## src/rtl/pwr_iso_seq_pkg.sv

```systemverilog
package pwr_iso_seq_pkg;

    typedef enum logic [3:0] {
        ST_ACTIVE            = 4'd0,
        ST_FLASH_PD          = 4'd1,
        ST_EARLY_ISO         = 4'd2,
        ST_ISO               = 4'd3,
        ST_PWR_OFF           = 4'd4,
        ST_SLEEP             = 4'd5,
        ST_PWR_ON            = 4'd6,
        ST_WAIT_RST          = 4'd7,
        ST_ISO_RELEASE       = 4'd8,
        ST_EARLY_ISO_RELEASE = 4'd9
    } seq_state_e;

    typedef struct packed {
        logic flash_req;
        logic early_iso;
        logic iso_en;
        logic pwr_en;
    } seq_out_t;

    localparam seq_out_t SEQ_OUT_RESET = '{flash_req: 1'b0, early_iso: 1'b0,
                                           iso_en: 1'b0, pwr_en: 1'b1};

endpackage

```

## src/rtl/pwr_iso_seq_timer.sv

```systemverilog
module pwr_iso_seq_timer #(
    parameter int TO_W = 16
) (
    input  logic            clk_i,
    input  logic            rst_ni,
    input  logic            waiting_i,
    input  logic            confirmed_i,
    input  logic [TO_W-1:0] limit_i,
    output logic            expired_o
);

    logic [TO_W-1:0] cnt_q;
    logic            err_q;
    logic            hit;

    assign hit = waiting_i && !confirmed_i && (cnt_q == limit_i);

    always_ff @(posedge clk_i or negedge rst_ni) begin
        if (!rst_ni) begin
            cnt_q <= '0;
            err_q <= 1'b0;
        end else begin
            if (hit) begin
                err_q <= 1'b1;
            end
            if (!waiting_i || confirmed_i) begin
                cnt_q <= '0;
            end else if (!hit && !err_q) begin
                cnt_q <= cnt_q + 1'b1;
            end
        end
    end

    assign expired_o = err_q;

    AST_ERR_STICKY: assert property (@(posedge clk_i) disable iff (!rst_ni)
        err_q |=> err_q) else $error("timeout error cleared");

    AST_ERR_ONLY_WHILE_WAITING: assert property (@(posedge clk_i) disable iff (!rst_ni)
        $rose(err_q) |-> $past(waiting_i)) else $error("error outside wait");

endmodule

```

## src/rtl/pwr_iso_seq_wake_hold.sv

```systemverilog
module pwr_iso_seq_wake_hold (
    input  logic clk_i,
    input  logic rst_ni,
    input  logic capture_i,
    input  logic consume_i,
    input  logic wake_req_i,
    output logic pend_o
);

    logic pend_q;

    always_ff @(posedge clk_i or negedge rst_ni) begin
        if (!rst_ni) begin
            pend_q <= 1'b0;
        end else if (consume_i) begin
            pend_q <= 1'b0;
        end else if (capture_i && wake_req_i) begin
            pend_q <= 1'b1;
        end
    end

    assign pend_o = pend_q;

    AST_PEND_CLEARS: assert property (@(posedge clk_i) disable iff (!rst_ni)
        consume_i |=> !pend_q) else $error("held wake not consumed");

endmodule

```

## src/rtl/pwr_iso_seq_outdec.sv

```systemverilog
module pwr_iso_seq_outdec
    import pwr_iso_seq_pkg::*;
(
    input  logic       clk_i,
    input  logic       rst_ni,
    input  seq_state_e next_i,
    output seq_out_t   out_o
);

    seq_out_t dec;
    seq_out_t out_q;

    always_comb begin
        dec = SEQ_OUT_RESET;
        unique case (next_i)
            ST_ACTIVE:            dec = '{1'b0, 1'b0, 1'b0, 1'b1};
            ST_FLASH_PD:          dec = '{1'b1, 1'b0, 1'b0, 1'b1};
            ST_EARLY_ISO:         dec = '{1'b1, 1'b1, 1'b0, 1'b1};
            ST_ISO:               dec = '{1'b1, 1'b1, 1'b1, 1'b1};
            ST_PWR_OFF:           dec = '{1'b1, 1'b1, 1'b1, 1'b0};
            ST_SLEEP:             dec = '{1'b1, 1'b1, 1'b1, 1'b0};
            ST_PWR_ON:            dec = '{1'b0, 1'b1, 1'b1, 1'b1};
            ST_WAIT_RST:          dec = '{1'b0, 1'b1, 1'b1, 1'b1};
            ST_ISO_RELEASE:       dec = '{1'b0, 1'b1, 1'b0, 1'b1};
            ST_EARLY_ISO_RELEASE: dec = '{1'b0, 1'b0, 1'b0, 1'b1};
            default:              dec = SEQ_OUT_RESET;
        endcase
    end

    always_ff @(posedge clk_i or negedge rst_ni) begin
        if (!rst_ni) begin
            out_q <= SEQ_OUT_RESET;
        end else begin
            out_q <= dec;
        end
    end

    assign out_o = out_q;

endmodule

```

## src/rtl/pwr_iso_seq.sv

```systemverilog
module pwr_iso_seq
    import pwr_iso_seq_pkg::*;
#(
    parameter int TO_W = 16
) (
    input  logic            clk_i,
    input  logic            rst_ni,
    input  logic            sleep_req_i,
    input  logic            wake_req_i,
    input  logic            flash_pd_ack_i,
    input  logic            pwr_good_i,
    input  logic            rst_done_i,
    input  logic [TO_W-1:0] timeout_cfg_i,
    output logic            flash_pd_req_o,
    output logic            early_iso_o,
    output logic            iso_en_o,
    output logic            main_pwr_en_o,
    output logic            err_o
);

    seq_state_e state_q, state_d;
    seq_out_t   outs;
    logic       in_entry, supply_wait, supply_ok, expired, wake_pend, leave_sleep;

    assign in_entry    = (state_q == ST_FLASH_PD) || (state_q == ST_EARLY_ISO) ||
                         (state_q == ST_ISO)      || (state_q == ST_PWR_OFF);
    assign supply_wait = (state_q == ST_PWR_OFF) || (state_q == ST_PWR_ON);
    assign supply_ok   = (state_q == ST_PWR_OFF) ? !pwr_good_i : pwr_good_i;
    assign leave_sleep = (state_q == ST_SLEEP) && (wake_req_i || wake_pend);

    pwr_iso_seq_timer #(.TO_W(TO_W)) u_timer (
        .clk_i       (clk_i),
        .rst_ni      (rst_ni),
        .waiting_i   (supply_wait),
        .confirmed_i (supply_ok),
        .limit_i     (timeout_cfg_i),
        .expired_o   (expired)
    );

    pwr_iso_seq_wake_hold u_wake (
        .clk_i      (clk_i),
        .rst_ni     (rst_ni),
        .capture_i  (in_entry),
        .consume_i  (leave_sleep),
        .wake_req_i (wake_req_i),
        .pend_o     (wake_pend)
    );

    always_comb begin
        state_d = state_q;
        if (!expired) begin
            unique case (state_q)
                ST_ACTIVE:            if (sleep_req_i)    state_d = ST_FLASH_PD;
                ST_FLASH_PD:          if (flash_pd_ack_i) state_d = ST_EARLY_ISO;
                ST_EARLY_ISO:         state_d = ST_ISO;
                ST_ISO:               state_d = ST_PWR_OFF;
                ST_PWR_OFF:           if (!pwr_good_i)    state_d = ST_SLEEP;
                ST_SLEEP:             if (leave_sleep)    state_d = ST_PWR_ON;
                ST_PWR_ON:            if (pwr_good_i)     state_d = ST_WAIT_RST;
                ST_WAIT_RST:          if (rst_done_i)     state_d = ST_ISO_RELEASE;
                ST_ISO_RELEASE:       state_d = ST_EARLY_ISO_RELEASE;
                ST_EARLY_ISO_RELEASE: state_d = ST_ACTIVE;
                default:              state_d = ST_ACTIVE;
            endcase
        end
    end

    always_ff @(posedge clk_i or negedge rst_ni) begin
        if (!rst_ni) begin
            state_q <= ST_ACTIVE;
        end else begin
            state_q <= state_d;
        end
    end

    pwr_iso_seq_outdec u_outdec (
        .clk_i  (clk_i),
        .rst_ni (rst_ni),
        .next_i (state_d),
        .out_o  (outs)
    );

    assign flash_pd_req_o = outs.flash_req;
    assign early_iso_o    = outs.early_iso;
    assign iso_en_o       = outs.iso_en;
    assign main_pwr_en_o  = outs.pwr_en;
    assign err_o          = expired;

    AST_EARLY_LEADS_ISO: assert property (@(posedge clk_i) disable iff (!rst_ni)
        $rose(iso_en_o) |-> $past(early_iso_o)) else $error("iso rose without early");

    AST_ISO_BEFORE_PWR_OFF: assert property (@(posedge clk_i) disable iff (!rst_ni)
        $fell(main_pwr_en_o) |-> $past(iso_en_o)) else $error("power cut without iso");

    AST_FLASH_READY_WHILE_OFF: assert property (@(posedge clk_i) disable iff (!rst_ni)
        !main_pwr_en_o |-> (flash_pd_req_o && iso_en_o)) else $error("power off unsafe");

    AST_EARLY_TRAILS_ISO: assert property (@(posedge clk_i) disable iff (!rst_ni)
        $fell(iso_en_o) |-> early_iso_o) else $error("early dropped with iso");

    AST_ISO_WAITS_RESET: assert property (@(posedge clk_i) disable iff (!rst_ni)
        $fell(iso_en_o) |-> $past(rst_done_i)) else $error("iso released before reset");

    AST_EARLY_FALL_SAFE: assert property (@(posedge clk_i) disable iff (!rst_ni)
        $fell(early_iso_o) |-> !iso_en_o) else $error("early fell while isolated");

    AST_FROZEN_ON_ERR: assert property (@(posedge clk_i) disable iff (!rst_ni)
        err_o |=> $stable(iso_en_o) && $stable(main_pwr_en_o) && $stable(early_iso_o))
        else $error("outputs moved after error");

endmodule

```

## config.mk

```make
export PLATFORM = sky130hd
export DESIGN_NAME = pwr_iso_seq
export DESIGN_NICKNAME = d
export VERILOG_FILES = /design/src/rtl/pwr_iso_seq_pkg.sv /design/src/rtl/pwr_iso_seq_timer.sv /design/src/rtl/pwr_iso_seq_wake_hold.sv /design/src/rtl/pwr_iso_seq_outdec.sv /design/src/rtl/pwr_iso_seq.sv
export SDC_FILE = /design/constraint.sdc
export NUM_CORES = 1
export LEC_CHECK = 0
export BUFFER_PORTS_ARGS = -buffer_cell sky130_fd_sc_hd__buf_2
export CAP_MARGIN = 20
export CORE_MARGIN = 2
export CORE_UTILIZATION = 55
export DETAILED_ROUTE_END_ITERATION = 8
export PLACE_DENSITY = 0.81
export SYNTH_ARGS = -nofsm -noshare
export SYNTH_HDL_FRONTEND = slang
export SYNTH_SLANG_ARGS = --single-unit
```

## constraint.sdc

```tcl
create_clock -name clk_i -period 2.8 [get_ports clk_i]
set_input_delay 0.14 -clock clk_i [delete_from_list [all_inputs] [get_ports clk_i]]
set_output_delay 0.14 -clock clk_i [all_outputs]
set_load 0.005 [all_outputs]
```

==> parameters.txt, run 1 <==
Parameter                              Value

Power and ir drop
  Largest vdd supply drop    714 µV
  Static Leak    between 0.7 and 0.8 nW
  PnR Total Power    1.29 mW
  Cell Pwr Density    708 mW/mm²

Worst hold path
  Startpoint of the most critical hold path    wake_req_i
  Hold WC Path Type    in2reg

Synthesis
  Number of register bits inferred by synthesis    26
  Number of enable-type register cells in the synthesized netlist    0
  Share of flip-flops with an asynchronous set or reset    1.00
  Yosys warns    0
  Syn_area_per_cell    roughly 9.4 µm²
  Synthesized instance count    169
  Count of unique library cells instantiated by Yosys    44
  Mapped Nets    193
  Post-synthesis instance area    0.00160 mm²
  Register area share after synthesis    0.408
  Main synth FF type    dfrtp_1

Clocking
  Clk Tree Root Cell    clkbuf_4
  Clock Sinks    26
  CTS H-tree lvls    1
  CTS tree    built
  CTS resizes    0
  Reg clk slew, reported paths    0.14 ns
  Maximum clock insertion buffer count    2
  Source-to-sink clock delay at the later pin of the worst-skew pair    0.32 ns
  Number of buffers inserted during clock tree synthesis    3
  Buffers inserted by post-CTS timing repair    0

GRT
  Pin count of the biggest net entering global routing    27
  Overall Global Routing Usage    0.217
  First-pass GRT wire length    5660 µm
  Via count of the first global-routing pass    roughly 1300
  Initial antenna violation count    0
  Total global routing overflow    0

Floorplan
  Starting density of the core    0.579
  Die Outline Area    0.00335 mm²
  Die width    about 58 µm
  I/O pin total    28
  Core box area    0.00276 mm²
  Height of the die    between 50 and 60 µm
  Floorplan row count    19

Place
  Placed wire-length estimate after detailed placement    2460 µm
  Post-Place Cell Area    0.00175 mm²
  Count of buffers inserted at the top-level ports    27
  Worst slack after detailed placement    between 0.7 and 0.8 ns
  Final GP Congestion    0.845

Route
  Total number of vias    1350
  Initial DRC count    64
  First-pass detailed-route iteration total    4
  # DRC    0
  Avg WL per Cell    between 10 and 15 µm
  Number of nets with antenna violations after routing    0
  Post-DR vias/cell    roughly 6
  Total routed wirelength    3340 µm

Finish
  Diodes inserted    0
  Layout cells sized above 1    0.239
  Final cell area excluding filler cells    0.00182 mm²
  Number of filler cells placed in the layout    roughly 250
  Final Core Density    0.658
  Final Net Count    222
  Area growth from synthesis to final layout    13.7%

STA
  Final-report hold violation count    0
  Tightest Pin Transition    0.789 ns
  Final worst setup slack    0.676 ns
  TNS Setup    0 ns
  Total of endpoints with negative setup slack in the final report    0
  Setup repair after global routing missed its margin    false
  Max-slew violation total from the final report    0
  Maximum clock rate    0.471 GHz
  Slew Limit Headroom    0.470
  Final period demand of the worst path    2.12 ns
  Clk_skew    0.00563 ns
  Fraction of the cycle the final worst path needs    0.759

Status
  Run status    finished clean

Worst setup path
  Required time at the endpoint of the critical path    3.06 ns
  Critical Setup Path Class    reg2reg
  Crit. Startpoint    u_timer.cnt_q[9]
  CP max FO    12
  Worst Setup End Kind    flip-flop
  Reg-to-Reg Start    u_timer.cnt_q[9]
  Data arrival time at the worst-slack endpoint    2.38 ns
  Startpoint kind of the worst setup timing path    flip-flop

Flow run
  Max-cap violation count    0
metrics by stage:
step / cells / hold WS (ns)
CTS: 228 / 0.175
detailed placement: 223 / 0.171
finish: 228 / 0.176
global route: 228 / 0.195
global placement: 223 / 0.160
floorplan: 169 / -0.156
flip-flops by register name, summed over array words and instances (netlist names):
signal,count
state_q,4
u_outdec.out_o,4
u_timer.cnt_q,16
u_wake.pend_o,1
u_timer.expired_o,1
routing by layer:
metal,share of wire,global-route usage,vias to the layer above
met5,0,0,-
met4,0.0081,0.0465,0
met2,0.53,0.398,35
li1,-,-,665
met1,0.43,0.277,646
met3,0.041,0.0223,4
worst paths after layout:
path	end	slack (ns)	cells past startpoint
worst max-delay path	u_timer.cnt_q[13]	0.68	7
worst min-delay path	u_wake.pend_o	0.18	3
worst max register to register	u_timer.cnt_q[13]	0.68	7
worst min register to register	u_wake.pend_o	0.54	1
max in group asynchronous	u_outdec.out_o[0]	2.08	2
min in group asynchronous	u_timer.cnt_q[6]	0.33	2
area by class of cell:
type                    count  area, µm²  share of cell area
clock buffers               3       22.5              0.0124
clock inverters             1       30.0              0.0165
inverters                   9       33.8              0.0186
multi-input cells         127        871               0.480
flip-flops and latches     26        652               0.359
well taps                  31       38.8              0.0214
repair buffers             31        168              0.0924
critical path, stage by stage (launching register included):
cell,delay [ns]
dfrtp_1,0.46
xnor2_1,0.20
nand4_1,0.15
nor3_2,0.54
a2111oi_4,0.14
buf_4,0.20
a31o_2,0.24
a21oi_1,0.11
cells by family (layout without fill, tap and decap cells):
logic type      count (synthesis)  after routing  synth area share
mux                             2              2            0.0133
xor+xnor                       23             23             0.126
flops                          26             26             0.408
simple gates                   58             58             0.199
compound gates                 43             43             0.199
buf+inv                        16             44            0.0462
fa+ha+maj                       1              1           0.00784
synthesized netlist by cell type, types with 2 or more instances:
library cell,n,area [µm²]
a211oi_1,6,45.0
a21oi_1,11,55.1
a31o_2,7,61.3
a31oi_1,3,18.8
and3_1,5,31.3
buf_2,2,10.0
clkbuf_1,3,11.3
dfrtp_1,25,626
inv_1,9,33.8
nand2_1,10,37.5
nand2b_1,3,18.8
nand3_1,2,10.0
nand4_1,6,37.5
nor2_1,16,60.1
nor3_1,5,25.0
nor3b_1,2,15.0
o21ai_0,4,20.0
or3_1,2,12.5
xnor2_1,23,201
cell usage in the layout, fill, tap and decap left out, types with 6 or more instances in the layout:
cell / n
buf_2: 27
dfrtp_1: 25
xnor2_1: 23
nor2_1: 16
a21oi_1: 11
nand2_1: 10
inv_1: 9
a31o_2: 7
a211oi_1: 6
nand4_1: 6
power by group:
part           switching (mW)  internal (mW)
sequential              0.109          0.452
combinational           0.245          0.225
clock                   0.111          0.145
timing repair:
| action | CTS | global route |
|---|---|---|
| hold endpoints to repair | 25 | 0 |
| hold buffers | 1 | 0 |
| endpoints found under the setup margin | 0 | 0 |
Note: power is estimated with default switching activity, not from simulation.
==> inputs of run 2 (changes only) <==
ABC_AREA = 1   (was unset)
CORE_UTILIZATION = 51   (was 55)
PLACE_DENSITY = 0.77   (was 0.81)
clock period = 1.9 ns   (was 2.8 ns; I/O delays follow)
==> parameters.txt, run 2 <==
Parameter                              Value

Synthesis
  Library cell with the highest instance count after synthesis    nand2_1
  Register area share after synthesis    0.341 (-0.0671)
  Number of register bits inferred by synthesis    26 (unchanged)
  Number of enable-type register cells in the synthesized netlist    0 (unchanged)
  Synth top area share    0.327 (-0.0644)
  Yosys warns    0 (unchanged)
  Share of flip-flops with an asynchronous set or reset    1.00 (unchanged)
  Leading post-synthesis cells by instance count    nand2_1, inv_1, nor2_1
  Syn_area_per_cell    6.16 µm² (-35%)
  Post-synthesis instance area    0.00191 mm² (+20%)
  Synthesized instance count    310 (+83%)
  Mapped Nets    334 (+73%)
  Yosys top cell by area    dfrtp_1
  Count of unique library cells instantiated by Yosys    21 (-52%)
  Largest cells by area after synthesis    dfrtp_1, nand2_1, inv_1
  Main synth FF type    dfrtp_1

Place
  Placed wire-length estimate after detailed placement    3240 µm (+32%)
  Count of buffers inserted at the top-level ports    27 (unchanged)
  Post-Place Cell Area    0.00211 mm² (+20%)
  Final GP Congestion    0.867 (+2.6%)

Finish
  Multi-input gate area in the final layout    0.00104 mm² (+20%)
  Final cell area excluding filler cells    0.00222 mm² (+22%)
  Number of filler cells placed in the layout    360 (+45%)
  Top library cells by usage in the layout, fill and taps aside    nand2_1, inv_1, nor2_1, buf_2, dfrtp_1
  Sequential cell area in the final layout    652 µm² (unchanged)
  Final Core Density    0.611 (-0.0475)
  Diodes inserted    0 (unchanged)
  Final Net Count    370 (+67%)
  Most common cell after layout, fill and taps aside    nand2_1
  Layout cells sized above 1    0.130 (-0.108)
  Largest register by flop count    u_timer.cnt_q
  Flip-flop count of the largest register, all copies and words added    16 (unchanged)
  Area growth from synthesis to final layout    16.2%

Route
  Initial DRC count    116 (+81%)
  # DRC    0 (unchanged)
  First-pass detailed-route iteration total    4 (unchanged)
  Number of nets with antenna violations after routing    0 (unchanged)
  Total routed wirelength    4380 µm (+31%)
  Avg WL per Cell    11.2 µm (-24%)
  Post-DR vias/cell    5.05 (-15%)
  Total number of vias    1984 (+47%)

Floorplan
  Starting density of the core    0.526 (-0.0531)
  Floorplan row count    22 (+3)
  Die Outline Area    0.00425 mm² (+27%)
  I/O pin total    28 (unchanged)
  Height of the die    65.2 µm (+13%)
  Die width    65.2 µm (+13%)
  Core box area    0.00363 mm² (+32%)

Flow run
  Max-cap violation count    0 (unchanged)

Worst setup path
  Required time at the endpoint of the critical path    2.06 ns (-1.00 ns)
  Startpoint kind of the worst setup timing path    flip-flop
  CP max FO    6 (-6)
  Worst Setup End Kind    flip-flop
  Data arrival time at the worst-slack endpoint    1.88 ns (-0.50 ns)
  Critical Setup Path Class    reg2reg
  Register-to-register setup slack    0.18 ns (-0.49 ns)

Power and ir drop
  Largest vdd supply drop    323 µV (-55%)
  Static Leak    1.30 nW (+64%)
  Cell Pwr Density    487 mW/mm² (-31%)

Status
  Run status    finished clean

Clocking
  Maximum clock insertion buffer count    2 (unchanged)
  Reg clk slew, reported paths    0.09 ns (-0.05 ns)
  Source-to-sink clock delay at the later pin of the worst-skew pair    0.27 ns (-0.05 ns)
  CTS H-tree lvls    1 (unchanged)
  Clock Sinks    26 (unchanged)
  CTS tree    built
  Number of buffers inserted during clock tree synthesis    3 (unchanged)
  Clk Tree Root Cell    clkbuf_8

STA
  Final-layout worst hold slack    0.184 ns (+0.00815 ns)
  Total of endpoints with negative setup slack in the final report    0 (unchanged)
  Fraction of the cycle the final worst path needs    0.903 (+0.145)
  Tightest Pin Transition    0.591 ns (-0.198 ns)
  Final-report hold violation count    0 (unchanged)
  Slew Limit Headroom    0.606 (+0.136)
  Clk_skew    0.00148 ns (-0.00416 ns)
  Max-slew violation total from the final report    0 (unchanged)
  Setup repair after global routing missed its margin    false
  TNS Setup    0 ns (unchanged)
  Final period demand of the worst path    1.72 ns (-0.408 ns)
  Maximum clock rate    0.583 GHz (+24%)

GRT
  Overall Global Routing Usage    0.222 (+0.00540)
  First-pass GRT wire length    7540 µm (+33%)
  Via count of the first global-routing pass    1761 (+37%)
  Initial antenna violation count    0 (unchanged)
  Pin count of the biggest net entering global routing    27 (unchanged)
  Total global routing overflow    0 (unchanged)

Worst hold path
  Hold WC Path Type    in2reg
-- run 2: cells by family after synthesis --
| logic type | share of synthesized area |
|---|---|
| compound gates | 0.0360 |
| flops | 0.341 |
| fa+ha+maj | 0.00655 |
| simple gates | 0.449 |
| buf+inv | 0.113 |
| xor+xnor | 0.0550 |
-- run 2: worst max-delay path, cell delays in order, from the launching register on --
cell and delay (ns):
dfrtp_1 0.45, ha_1 0.29, nand2_1 0.09, nor3_1 0.38
nand3_1 0.12, nand2_1 0.08, nand2_1 0.05, nand4_1 0.08
nand2_1 0.07
-- run 2: cell type report --
| type | instances | area share |
|---|---|---|
| clock buffers | 3 | 0.0186 |
| clock inverters | 1 | 0.0135 |
| inverters | 50 | 0.0846 |
| multi-input cells | 229 | 0.470 |
| flip-flops and latches | 26 | 0.294 |
| well taps | 48 | 0.0271 |
| repair buffers | 36 | 0.0924 |
-- run 2: stage by stage --
step	cells	total power [mW]	setup WS, ns
after floorplan	310	0.590	0.455
after global placement	384	0.629	0.236
after detailed placement	384	0.631	0.182
after CTS	389	1.09	0.138
after global routing	393	1.12	0.0536
final	393	1.08	0.184
-- run 2: what timing repair did --
action,CTS,global route
setup buffers,0,4
endpoints found under the setup margin,0,2
hold buffers,1,0
resized for setup,0,1
hold endpoints to repair,25,0
-- run 2: routing by layer --
| layer | vias to the layer above | global-route usage | wire length (µm) |
|---|---|---|---|
| li1 | 1033 | - | - |
| met1 | 913 | 0.283 | 2020 |
| met2 | 36 | 0.407 | 2200 |
| met3 | 2 | 0.0223 | 142 |
| met4 | 0 | 0.0469 | 19 |
| met5 | - | 0 | 0 |
-- run 2: worst paths after layout --
| kind | cells after the start | start | endpoint |
|---|---|---|---|
| setup reg to reg | 8 | u_timer.cnt_q[0] | u_timer.cnt_q[14] |
| max in group asynchronous | 2 | rst_ni | u_timer.cnt_q[1] |
| min in group asynchronous | 2 | rst_ni | u_wake.pend_o |
| setup / recovery | 8 | u_timer.cnt_q[0] | u_timer.cnt_q[14] |
| hold reg to reg | 2 | u_timer.cnt_q[13] | u_timer.cnt_q[13] |
| hold / removal | 5 | wake_req_i | u_wake.pend_o |
-- run 2: power by group --
group / switching, mW / leakage [nW] / internal (mW) / total [mW]
registers: 0.0000000000000000334 / 0.323 / 0.553 / 0.553
clock network: 0.179 / 0.0357 / 0.282 / 0.461
logic: 0.0376 / 0.942 / 0.0298 / 0.0674
